## src/rtl/aes_bsr_pkg.sv

```systemverilog
package aes_bsr_pkg;

  localparam logic [7:0] GF_RED = 8'h1b;
  localparam logic [7:0] AFF_C  = 8'h63;

  typedef enum logic [2:0] {
    KIND_MID  = 3'b000,
    KIND_LAST = 3'b001
  } kind_e;

  function automatic logic [7:0] gf_x2(input logic [7:0] a);
    return {a[6:0], 1'b0} ^ (a[7] ? GF_RED : 8'h00);
  endfunction

  function automatic logic [7:0] gf_mul(input logic [7:0] a, input logic [7:0] b);
    logic [7:0] acc;
    logic [7:0] sh;
    acc = 8'h00;
    sh  = a;
    for (int i = 0; i < 8; i++) begin
      if (b[i]) acc = acc ^ sh;
      sh = gf_x2(sh);
    end
    return acc;
  endfunction

  function automatic logic [7:0] rotl8(input logic [7:0] v, input int n);
    return (v << n) | (v >> (8 - n));
  endfunction

endpackage

```

## src/rtl/aes_bsr_decode.sv

```systemverilog
module aes_bsr_decode #(
  parameter logic [6:0] OPCODE = 7'b0001011,
  parameter int         SEL_W  = 2
) (
  input  logic [31:0]      insn,
  output logic             legal,
  output logic             last,
  output logic [SEL_W-1:0] sel
);
  import aes_bsr_pkg::*;

  logic [2:0] kind;
  logic       fixed_ok;
  logic       kind_ok;

  always_comb begin
    kind     = insn[29:27];
    sel      = insn[25 +: SEL_W];
    fixed_ok = (insn[6:0] == OPCODE) && (insn[14:12] == 3'b000) && (insn[31:30] == 2'b00);
    kind_ok  = (kind == KIND_MID) || (kind == KIND_LAST);
    legal    = fixed_ok && kind_ok;
    last     = (kind == KIND_LAST);
  end
endmodule

```

## src/rtl/aes_bsr_sbox.sv

```systemverilog
module aes_bsr_sbox (
  input  logic [7:0] din,
  output logic [7:0] dout
);
  import aes_bsr_pkg::*;

  localparam int NSQ = 8;

  logic [7:0] pw  [NSQ];
  logic [7:0] acc [NSQ];
  logic [7:0] inv;

  // pw[i] = din^(2^i); the inverse is din^254 = product of pw[1..7]
  assign pw[0]  = din;
  assign acc[0] = 8'h01;

  generate
    for (genvar i = 1; i < NSQ; i++) begin : g_pow
      assign pw[i]  = gf_mul(pw[i-1], pw[i-1]);
      assign acc[i] = gf_mul(acc[i-1], pw[i]);
    end
  endgenerate

  always_comb begin
    inv  = acc[NSQ-1];
    dout = inv ^ rotl8(inv, 1) ^ rotl8(inv, 2) ^ rotl8(inv, 3) ^ rotl8(inv, 4) ^ AFF_C;
  end
endmodule

```

## src/rtl/aes_bsr_place.sv

```systemverilog
module aes_bsr_place #(
  parameter int WORD_W = 32,
  localparam int NB    = WORD_W / 8,
  localparam int SEL_W = $clog2(NB)
) (
  input  logic [7:0]        sub,
  input  logic              last,
  input  logic [SEL_W-1:0]  sel,
  output logic [WORD_W-1:0] placed
);
  import aes_bsr_pkg::*;

  logic [7:0] lane_src [NB];
  logic [7:0] s2;
  logic [7:0] s3;

  always_comb begin
    s2 = gf_x2(sub);
    s3 = s2 ^ sub;
  end

  // unplaced word, lane 0 least significant: {3s, s, s, 2s}
  generate
    for (genvar k = 0; k < NB; k++) begin : g_lane
      if (k == 0) begin : g_l0
        assign lane_src[k] = last ? sub : s2;
      end else if (k == NB - 1) begin : g_ltop
        assign lane_src[k] = last ? 8'h00 : s3;
      end else begin : g_lmid
        assign lane_src[k] = last ? 8'h00 : sub;
      end
    end
  endgenerate

  // lane j receives source lane (j - sel) mod NB
  always_comb begin
    for (int j = 0; j < NB; j++) begin
      logic [SEL_W-1:0] idx;
      idx = SEL_W'(j) - sel;
      placed[8*j +: 8] = lane_src[idx];
    end
  end
endmodule

```

## src/rtl/aes_bsr_unit.sv

```systemverilog
module aes_bsr_unit #(
  parameter int         WORD_W = 32,
  parameter logic [6:0] OPCODE = 7'b0001011
) (
  input  logic              clk,
  input  logic              rst_n,
  input  logic              in_valid,
  output logic              in_ready,
  input  logic [31:0]       in_insn,
  input  logic [WORD_W-1:0] in_rs1,
  input  logic [WORD_W-1:0] in_rs2,
  output logic              out_valid,
  input  logic              out_ready,
  output logic [WORD_W-1:0] out_result,
  output logic              out_illegal
);
  localparam int NB    = WORD_W / 8;
  localparam int SEL_W = $clog2(NB);

  logic              dec_legal;
  logic              dec_last;
  logic [SEL_W-1:0]  dec_sel;
  logic [7:0]        pick;
  logic [7:0]        sub;
  logic [WORD_W-1:0] placed;
  logic [WORD_W-1:0] res_d;
  logic              take;

  aes_bsr_decode #(.OPCODE(OPCODE), .SEL_W(SEL_W)) u_dec (
    .insn  (in_insn),
    .legal (dec_legal),
    .last  (dec_last),
    .sel   (dec_sel)
  );

  always_comb pick = in_rs2[8*dec_sel +: 8];

  aes_bsr_sbox u_sbox (
    .din  (pick),
    .dout (sub)
  );

  aes_bsr_place #(.WORD_W(WORD_W)) u_place (
    .sub    (sub),
    .last   (dec_last),
    .sel    (dec_sel),
    .placed (placed)
  );

  always_comb begin
    res_d    = dec_legal ? (in_rs1 ^ placed) : '0;
    in_ready = !out_valid || out_ready;
    take     = in_valid && in_ready;
  end

  always_ff @(posedge clk) begin
    if (!rst_n) begin
      out_valid   <= 1'b0;
      out_result  <= '0;
      out_illegal <= 1'b0;
    end else if (take) begin
      out_valid   <= 1'b1;
      out_result  <= res_d;
      out_illegal <= !dec_legal;
    end else if (out_ready) begin
      out_valid   <= 1'b0;
    end
  end
endmodule

```

## config.mk

```make
export PLATFORM = sky130hd
export DESIGN_NAME = aes_bsr_unit
export DESIGN_NICKNAME = d
export VERILOG_FILES = /design/src/rtl/aes_bsr_pkg.sv /design/src/rtl/aes_bsr_decode.sv /design/src/rtl/aes_bsr_sbox.sv /design/src/rtl/aes_bsr_place.sv /design/src/rtl/aes_bsr_unit.sv
export SDC_FILE = /design/constraint.sdc
export NUM_CORES = 1
export LEC_CHECK = 0
export ABC_AREA = 1
export CORE_ASPECT_RATIO = 1.75
export CORE_MARGIN = 5
export CORE_UTILIZATION = 29
export CTS_CLUSTER_SIZE = 14
export DETAILED_ROUTE_END_ITERATION = 8
export SYNTH_ARGS = -nofsm -noshare
export SYNTH_HDL_FRONTEND = slang
export SYNTH_HIERARCHICAL = 1
export SYNTH_SLANG_ARGS = --single-unit
```

## constraint.sdc

```tcl
create_clock -name clk -period 42.8 [get_ports clk]
set_clock_uncertainty 0.1 [all_clocks]
set_input_delay 8.56 -clock clk [delete_from_list [all_inputs] [get_ports clk]]
set_output_delay 8.56 -clock clk [all_outputs]
set_load 0.05 [all_outputs]
```

==> results.md, run 1 <==
Run status:
- The flow ran to the end, and the final reports show no timing, DRC or antenna violations.

Worst setup path:
- The critical path is of the primary input to flip-flop type.
- The required time at the endpoint of the critical path is 42830 ps.
- STA classifies the critical path endpoint as a flip-flop.
- Of all nets on the critical path, the largest fanout is 27.
- The launching element type of the critical path is a primary input.
- On the critical path, the stage with the largest delay is an instance of xnor2_2.
- The slack of the worst reg-to-reg path is 41130 ps.
- The launch instance of the worst register-to-register path is out_valid$_SDFFE_PN0P_.
- The stage delay of the slowest cell on the critical path is slightly below 700 ps.
- The most prevalent standard cell on the critical path is nand2_1.
- The depth of the worst register-to-register path is 4.
- The critical path data arrival time is about 27000 ps.
- The endpoint of the lowest-slack register-to-register path is out_result[12]$_SDFFE_PN0P_.

Clock tree:
- The number of levels in the clock H-tree is 2.
- CTS saw 34 sinks.
- The total of cells resized after clock tree synthesis is 0.
- The clock latency on the worst-skew pair is approximately 280 ps.
- The post-CTS repair timing setup buffer count is 0.
- The post-CTS clock slew at the launch and capture registers of the worst setup and hold paths is around 60 ps.
- The number of buffers created by CTS is 5.
- The tree is rooted in a clkbuf_16.
- No sink is reached through more buffers than the 2 on the longest clock path.
- The number of hold buffers added after CTS is 0.
- The CTS tree is done.

Finish:
- After filler insertion, the fill cell instance count of the layout stands at 8752.
- The number of diodes added for antenna fixing is 0.
- The share of post-route cells with drive strength above 1 is roughly 7.4%.
- The net total in the final layout is between 4k and 5k.
- Relative to the synthesized area, the layout overhead comes to 8.731%.

STA:
- The max-slew violation count was 0.
- The time the worst path needs with I/O delays and setup is about 27000 ps.
- The final-layout setup total negative slack is 0 ps.
- The fraction of the cycle the final worst path needs is 63.09%.
- The hold slack is around 400 ps.
- The number of hold violations in the final report is 0.
- Setup repair after global routing left no endpoint under its margin.
- The number of setup violations in the final report is 0.
- For the pin with the worst max-slew slack, the measured transition is approximately 1100 ps.
- Timing would allow up to 0.03703 GHz.
- Headroom to the max-slew limit came out at between 20% and 30%.

Die:
- The placeable core region is ~0.075 mm2.
- The floorplan step defined a die boundary enclosing 0.08168 mm2.
- The floorplan step set the die width to ~220 um.
- From bottom edge to top edge, the die measures 374.4 um.
- The starting density of the core is ~29%.
- Pin placement for this block handled roughly 140 I/O pins.
- The row count is roughly 130.

Logic synthesis:
- The total of flip-flops plus latches after synthesis is 34.
- Of the synthesized area, sequential elements account for under 10%.
- The mean instance size in the synthesized netlist is around 4.7 um2.
- The most used flip-flop cell after synthesis is dfxtp_1.
- The mapped cell area is 0.02200 mm2.
- By area the synthesized netlist is led by nand2_1, nand3_1, inv_1.
- The async set-reset flop share out of synthesis is 0%.
- Synthesis produced a netlist with a net count of 4771.
- In this run, synthesis inferred 0 flip-flops with an integrated enable.
- The synthesized design spends more area on one cell type than any other, namely nand2_1.
- In the synthesized netlist, the cells that appear most often are nand2_1, nand3_1, inv_1, nor2_1, xor2_1.
- Among all cell types in the netlist, the one instantiated most often is nand2_1.
- After synthesis, the netlist uses 46 different library cells.
- The share of Yosys cell area claimed by the top area cell type is 36.41%.
- Yosys printed 6 warnings.
- The number of instances in the synthesized netlist is about 4.7k.

Placement:
- At the end of routability-driven placement, the weighted congestion stood at roughly 0.96.
- The count of buffers added on input and output ports is 119.
- Summed over all nets, the half-perimeter wirelength after detailed placement is slightly above 60000 um.

Global route:
- The global-route wire length before repair is between 100000 and 150000 um.
- The global route total overflow is 0.
- The all-layer global routing usage is around 18%.
- The number of antenna violations at the first check in global routing is 0.
- Entering global routing, the biggest net connects 44 pins.
- The number of global-route vias before repair came to approximately 26k.

Min path:
- The type of the worst min-delay path is flip-flop to flip-flop.
- The count of cells along the worst hold path is 2.
- The beginning of the worst hold path is out_illegal$_SDFFE_PN0P_.
- The end of the worst hold path is out_illegal$_SDFFE_PN0P_.

Drt:
- The routed layout has roughly 28k vias.
- Once detail routing completed, the nets flagged for antenna violations numbered 0.
- The routed via count divided by cell count is between 4 and 5.
- The violation count after the first detailed-routing iteration is about 1.4k.
- The count of unresolved DRC violations after routing is 0.
- Before antenna repair, the detailed router went through 5 iterations.
- The average wire per standard cell is between 10 and 15 um.
- The final routed wirelength across all metal layers is 75610 um.

Job:
- The tool flagged a number of max-cap violations equal to 0.
routing by layer:
metal  GRT usage [%]  part of all wire [%]  vias to the layer above
met3           1.173                   3.2                      349
met5               0                     0                        -
met2           35.29                    53                      752
met4           13.23                   8.7                        0
li1                -                     -                    14430
met1           16.25                    35                    12050
registers in the layout, summed over array words and instances, names as in the netlist:
signal,flops
out_result,32
out_illegal,1
out_valid,1
placed cells by master (no fill, tap or decap), drive strengths merged, types with 5 or more instances in the layout:
cell and n:
nor2 412, ha 7, o211ai 6, o21ai 86, nand3b 60, o22ai 9
nand4 54, buf 16, clkdlybuf4s50 118, dfxtp 34, a21oi 21, xor2 154
or2 23, inv 611, o21bai 17, xnor2 61, clkinv 6, nand3 686
a21boi 5, nand2 2280, clkbuf 6
logic make-up (layout without fill, tap and decap cells):
| kind of cell | after synthesis | count (layout) | share of synthesized area, % |
|---|---|---|---|
| AOI/OAI and AO/OA | 150 | 150 | 3.942 |
| xor gates and xnor gates | 215 | 215 | 9.652 |
| adders and majority gates | 7 | 7 | 0.3981 |
| buffers and inverters | 740 | 758 | 14.23 |
| DFF | 34 | 34 | 3.094 |
| and+or+nand+nor | 3518 | 3518 | 68.68 |
through the flow:
step                      utilization [%]  cells  setup WS, ps  cell area (um2)
after floorplan                         -   4664         20900            22000
after CTS                           31.80   5694         15950            23920
after detailed placement            31.60   5686         15700            23770
after global routing                31.80   5694         14070            23920
final                               31.80   5694         15800            23920
after global placement              31.60   5686         15910            23770
layout make-up:
class	instances	area, um2	area share (%)
Sequential cell	34	680.7	2.846
Tap cell	1012	1266	5.294
Timing Repair Buffer	134	1299	5.430
Multi-Input combinational cell	3890	18190	76.04
Inverter	616	2335	9.761
Clock inverter	2	12.51	0.05231
Clock buffer	6	138.9	0.5806
critical path: cells and delay by family:
kind            cells  cell delay (ps)
compound gates      5             1530
buf+inv            25             3700
xor+xnor            7             2110
fa+ha+maj           3             1380
simple gates       73             9650
worst max path at each step:
stage                start                     endpoint  cells past startpoint
6_report       in_insn[26]  out_result[16]$_SDFFE_PN0P_                    113
5_1_grt        in_insn[26]  out_result[16]$_SDFFE_PN0P_                    122
4_1_cts        in_insn[26]  out_result[16]$_SDFFE_PN0P_                    113
3_5_place_dp   in_insn[26]  out_result[16]$_SDFFE_PN0P_                    113
3_3_place_gp   in_insn[26]   out_result[0]$_SDFFE_PN0P_                    113
2_1_floorplan  in_insn[25]   out_result[0]$_SDFFE_PN0P_                    110
Power of run 1 is not shown: default switching activity piles up to over one toggle a cycle in this logic, so the estimate is an artifact.
==> inputs of run 2 (changes only) <==
- clock period: 42.8 -> 27.5 ns (I/O delays scaled with it)
==> run 2 against run 1 <==
Compared with the run above:
- register-to-register slack lost 16000 ps
- utilization is essentially flat
- critical path depth shrank 2
- final cell count is essentially flat
- worst hold slack lost 6.9 ps
- routed wire length grew 0.34%
- die area is the same
- clock-buffer cell count is the same
- critical path type unchanged
- global-route usage is essentially flat
- worst setup slack lost 12000 ps
==> results.md, run 2 (synthesis gave the netlist of run 1 again) <==
Die:
- The height of the chip is approximately 370 um.
- The die area is between 0.08 and 0.09 mm2.
- After floorplanning, the core was divided into about 130 placement rows.
- For this configuration, the core starts out at a cell density of around 30%.
- The placeable core region is around 0.075 mm2.
- For this design the top-level I/O count stands at 135.
- In this run the horizontal extent of the chip is roughly 220 um.

Finish:
- In the final layout, the share of cells above drive strength 1 is roughly 7.3%.
- For this run, the share of the core covered by cells in the final layout is a little under a third.
- The top cell types in the final layout, fill and taps aside, are nand2_1, nand3_1, inv_1.
- Leaving out fill and tap cells, the most frequent cell in the layout is nand2_1.
- The register with the most flip-flops in the layout has 32 of them.
- After the last flow step, the layout net total stands at about 4.8k.
- The register with the most flip-flops in the final layout is out_result.
- In the final layout, the registers with the most flip-flops are out_result: 32 flops, out_illegal: 1 flops, out_valid: 1 flops.
- The number of antenna diodes in the final layout is 0.
- Compared with the post-synthesis result, the final layout area differs by 8.696%.

STA:
- The max-slew violation count is 0.
- Setup violations remaining at the end of the flow were counted as 0.
- Setup repair after global routing left no endpoint under its margin.
- The number of hold violations in the final report is 0.
- In this run the tightest slew margin relative to its limit is between 20 and 25%.
- Static timing analysis puts the maximum clock frequency at around 0.042 GHz.
- The worst path in the final design needs a cycle of between 20000 and 25000 ps, including I/O delays and setup.
- At the pin with the least slew margin, the transition time is about 1100 ps.
- Setup total negative slack on the finished layout was measured at 0 ps.
- Dividing the final minimum period by the clock period gives between 80% and 90%.

Global route:
- The global-route wire length before repair is roughly 120000 um.
- The number of global-route vias before repair is 25.71k.
- The all-layer global routing usage is 17.65%.
- The number of antenna violations at the first check in global routing was 0.
- Entering global routing, the biggest net connects 44 pins.
- Global routing finished with a remaining overflow of 0.

Min path:
- The type of the worst min-delay path is flip-flop to flip-flop.
- The beginning of the worst hold path is out_illegal$_SDFFE_PN0P_.

Worst setup path:
- The kind of end point of the critical path is a flip-flop.
- The launching element type of the critical path is a primary input.
- On the worst path, the slowest cell contributes a delay of roughly 760 ps.
- The combined buffer and inverter count along the critical path is 24.
- STA puts the critical path data required time at ~28000 ps.
- The critical path data arrival time is 23880 ps.
- In this run the critical register-to-register path is launched from out_valid$_SDFFE_PN0P_.
- The most prevalent standard cell on the critical path is nand2_1.
- The cell family contributing the most delay on the critical path is simple AND/OR/NAND/NOR gates.
- The maximum fanout along the worst path is 27.
- The most critical setup path has its startpoint at in_insn[26].
- The critical path in this run is classified as primary input to flip-flop.
- On the critical path, the stage with the largest delay is an instance of nand2_1.

Drt:
- The violation count after the first detailed-routing iteration is ~1.4k.
- The first detailed-routing pass ran for 8 iterations.
- The final routed wirelength across all metal layers is roughly 76000 um.
- Dividing the detail-routed via count by the number of cells gives 4.874.
- The count of unresolved DRC violations after routing is 0.
- In this run the remaining antenna-violating nets after routing total 0.
- The detailed-route via count is 27.75k.
- Dividing the detail-routed wire length by the instance count gives between 10 and 15 um.

Clock tree:
- Clock-pin slew was measured on the worst setup and hold paths at roughly 60 ps.
- The clock passes through at most 2 buffers.
- The number of levels in the clock H-tree is 2.
- In this run, post-CTS repair resized a total of 0 instances.
- The CTS tree is done.
- The clock root buffer is clkbuf_16.
- The clock sink total is 34.
- Buffers inserted to repair hold after CTS numbered 0.
- For the worst-skew pair, the clock arrives at the later sink with an insertion delay of around 280 ps.
- TritonCTS created 5 clock buffers.
- Once the clock tree was built, the setup fixing pass inserted 0 buffers.

Job:
- Max-cap violations in this run came to 0.

Run status:
- The flow ran to the end, and the final reports show no timing, DRC or antenna violations.

Placement:
- The number of buffer cells added on primary ports is roughly 120.
- Once detailed placement completed, the half-perimeter wirelength came to 62370 um.
- The final RePlAce weighted congestion is ~0.96.
## run 2: cell types whose count changed in the layout (fill, tap and decap cells not counted)
cell | previous run | this run
buf_4 | 15 | 14
## run 2: metal layers
| layer | wire length [um] | vias to the layer above | global-route usage (%) |
|---|---|---|---|
| li1 | - | 14420 | - |
| met1 | 26450 | 12200 | 15.89 |
| met2 | 40400 | 779 | 35.59 |
| met3 | 2538 | 346 | 1.173 |
| met4 | 6481 | 0 | 13.36 |
| met5 | 0 | - | 0 |
## run 2: stage by stage
| stage | setup WS [ps] | cell area, um2 | instances | hold WS, ps |
|---|---|---|---|---|
| floorplan | 8659 | 22000 | 4664 | 595.7 |
| global placement | 3808 | 23760 | 5685 | 356.9 |
| detailed placement | 3613 | 23760 | 5685 | 368.2 |
| CTS | 3854 | 23910 | 5693 | 383.6 |
| global route | 2052 | 23910 | 5693 | 409.5 |
| finish | 3661 | 23910 | 5693 | 386.3 |
## run 2: tightest hold or removal path: cells and delay by family, from the launching register on
family	cells	cell delay (ps)
simple gates	2	120
flops	1	330
## run 2: final cells by class
type | count | area [um2]
inverter | 616 | 2335
tap | 1012 | 1266
sequential | 34 | 680.7
clock inverter | 2 | 12.51
timing repair buffer | 133 | 1291
multi-input combinational | 3890 | 18190
clock buffer | 6 | 138.9
fill | 8670 | 51310
## run 2: path summary, 6_finish.rpt
kind	slack, ps	cells after the start	end
setup / recovery	3660	111	out_result[0]$_SDFFE_PN0P_
hold / removal	390	2	out_illegal$_SDFFE_PN0P_
hold reg to reg	390	2	out_illegal$_SDFFE_PN0P_
setup reg to reg	25600	5	out_result[26]$_SDFFE_PN0P_
Power of run 2 is left out for the same reason.
==> inputs of run 3 (changes only) <==
- HOLD_SLACK_MARGIN: default -> 0.15
- SKIP_CTS_REPAIR_TIMING: default -> 1
==> results of run 3 <==
Same layout as run 2: the final DEF is identical, and so are final timing and power.
Power of run 3 is left out for the same reason.
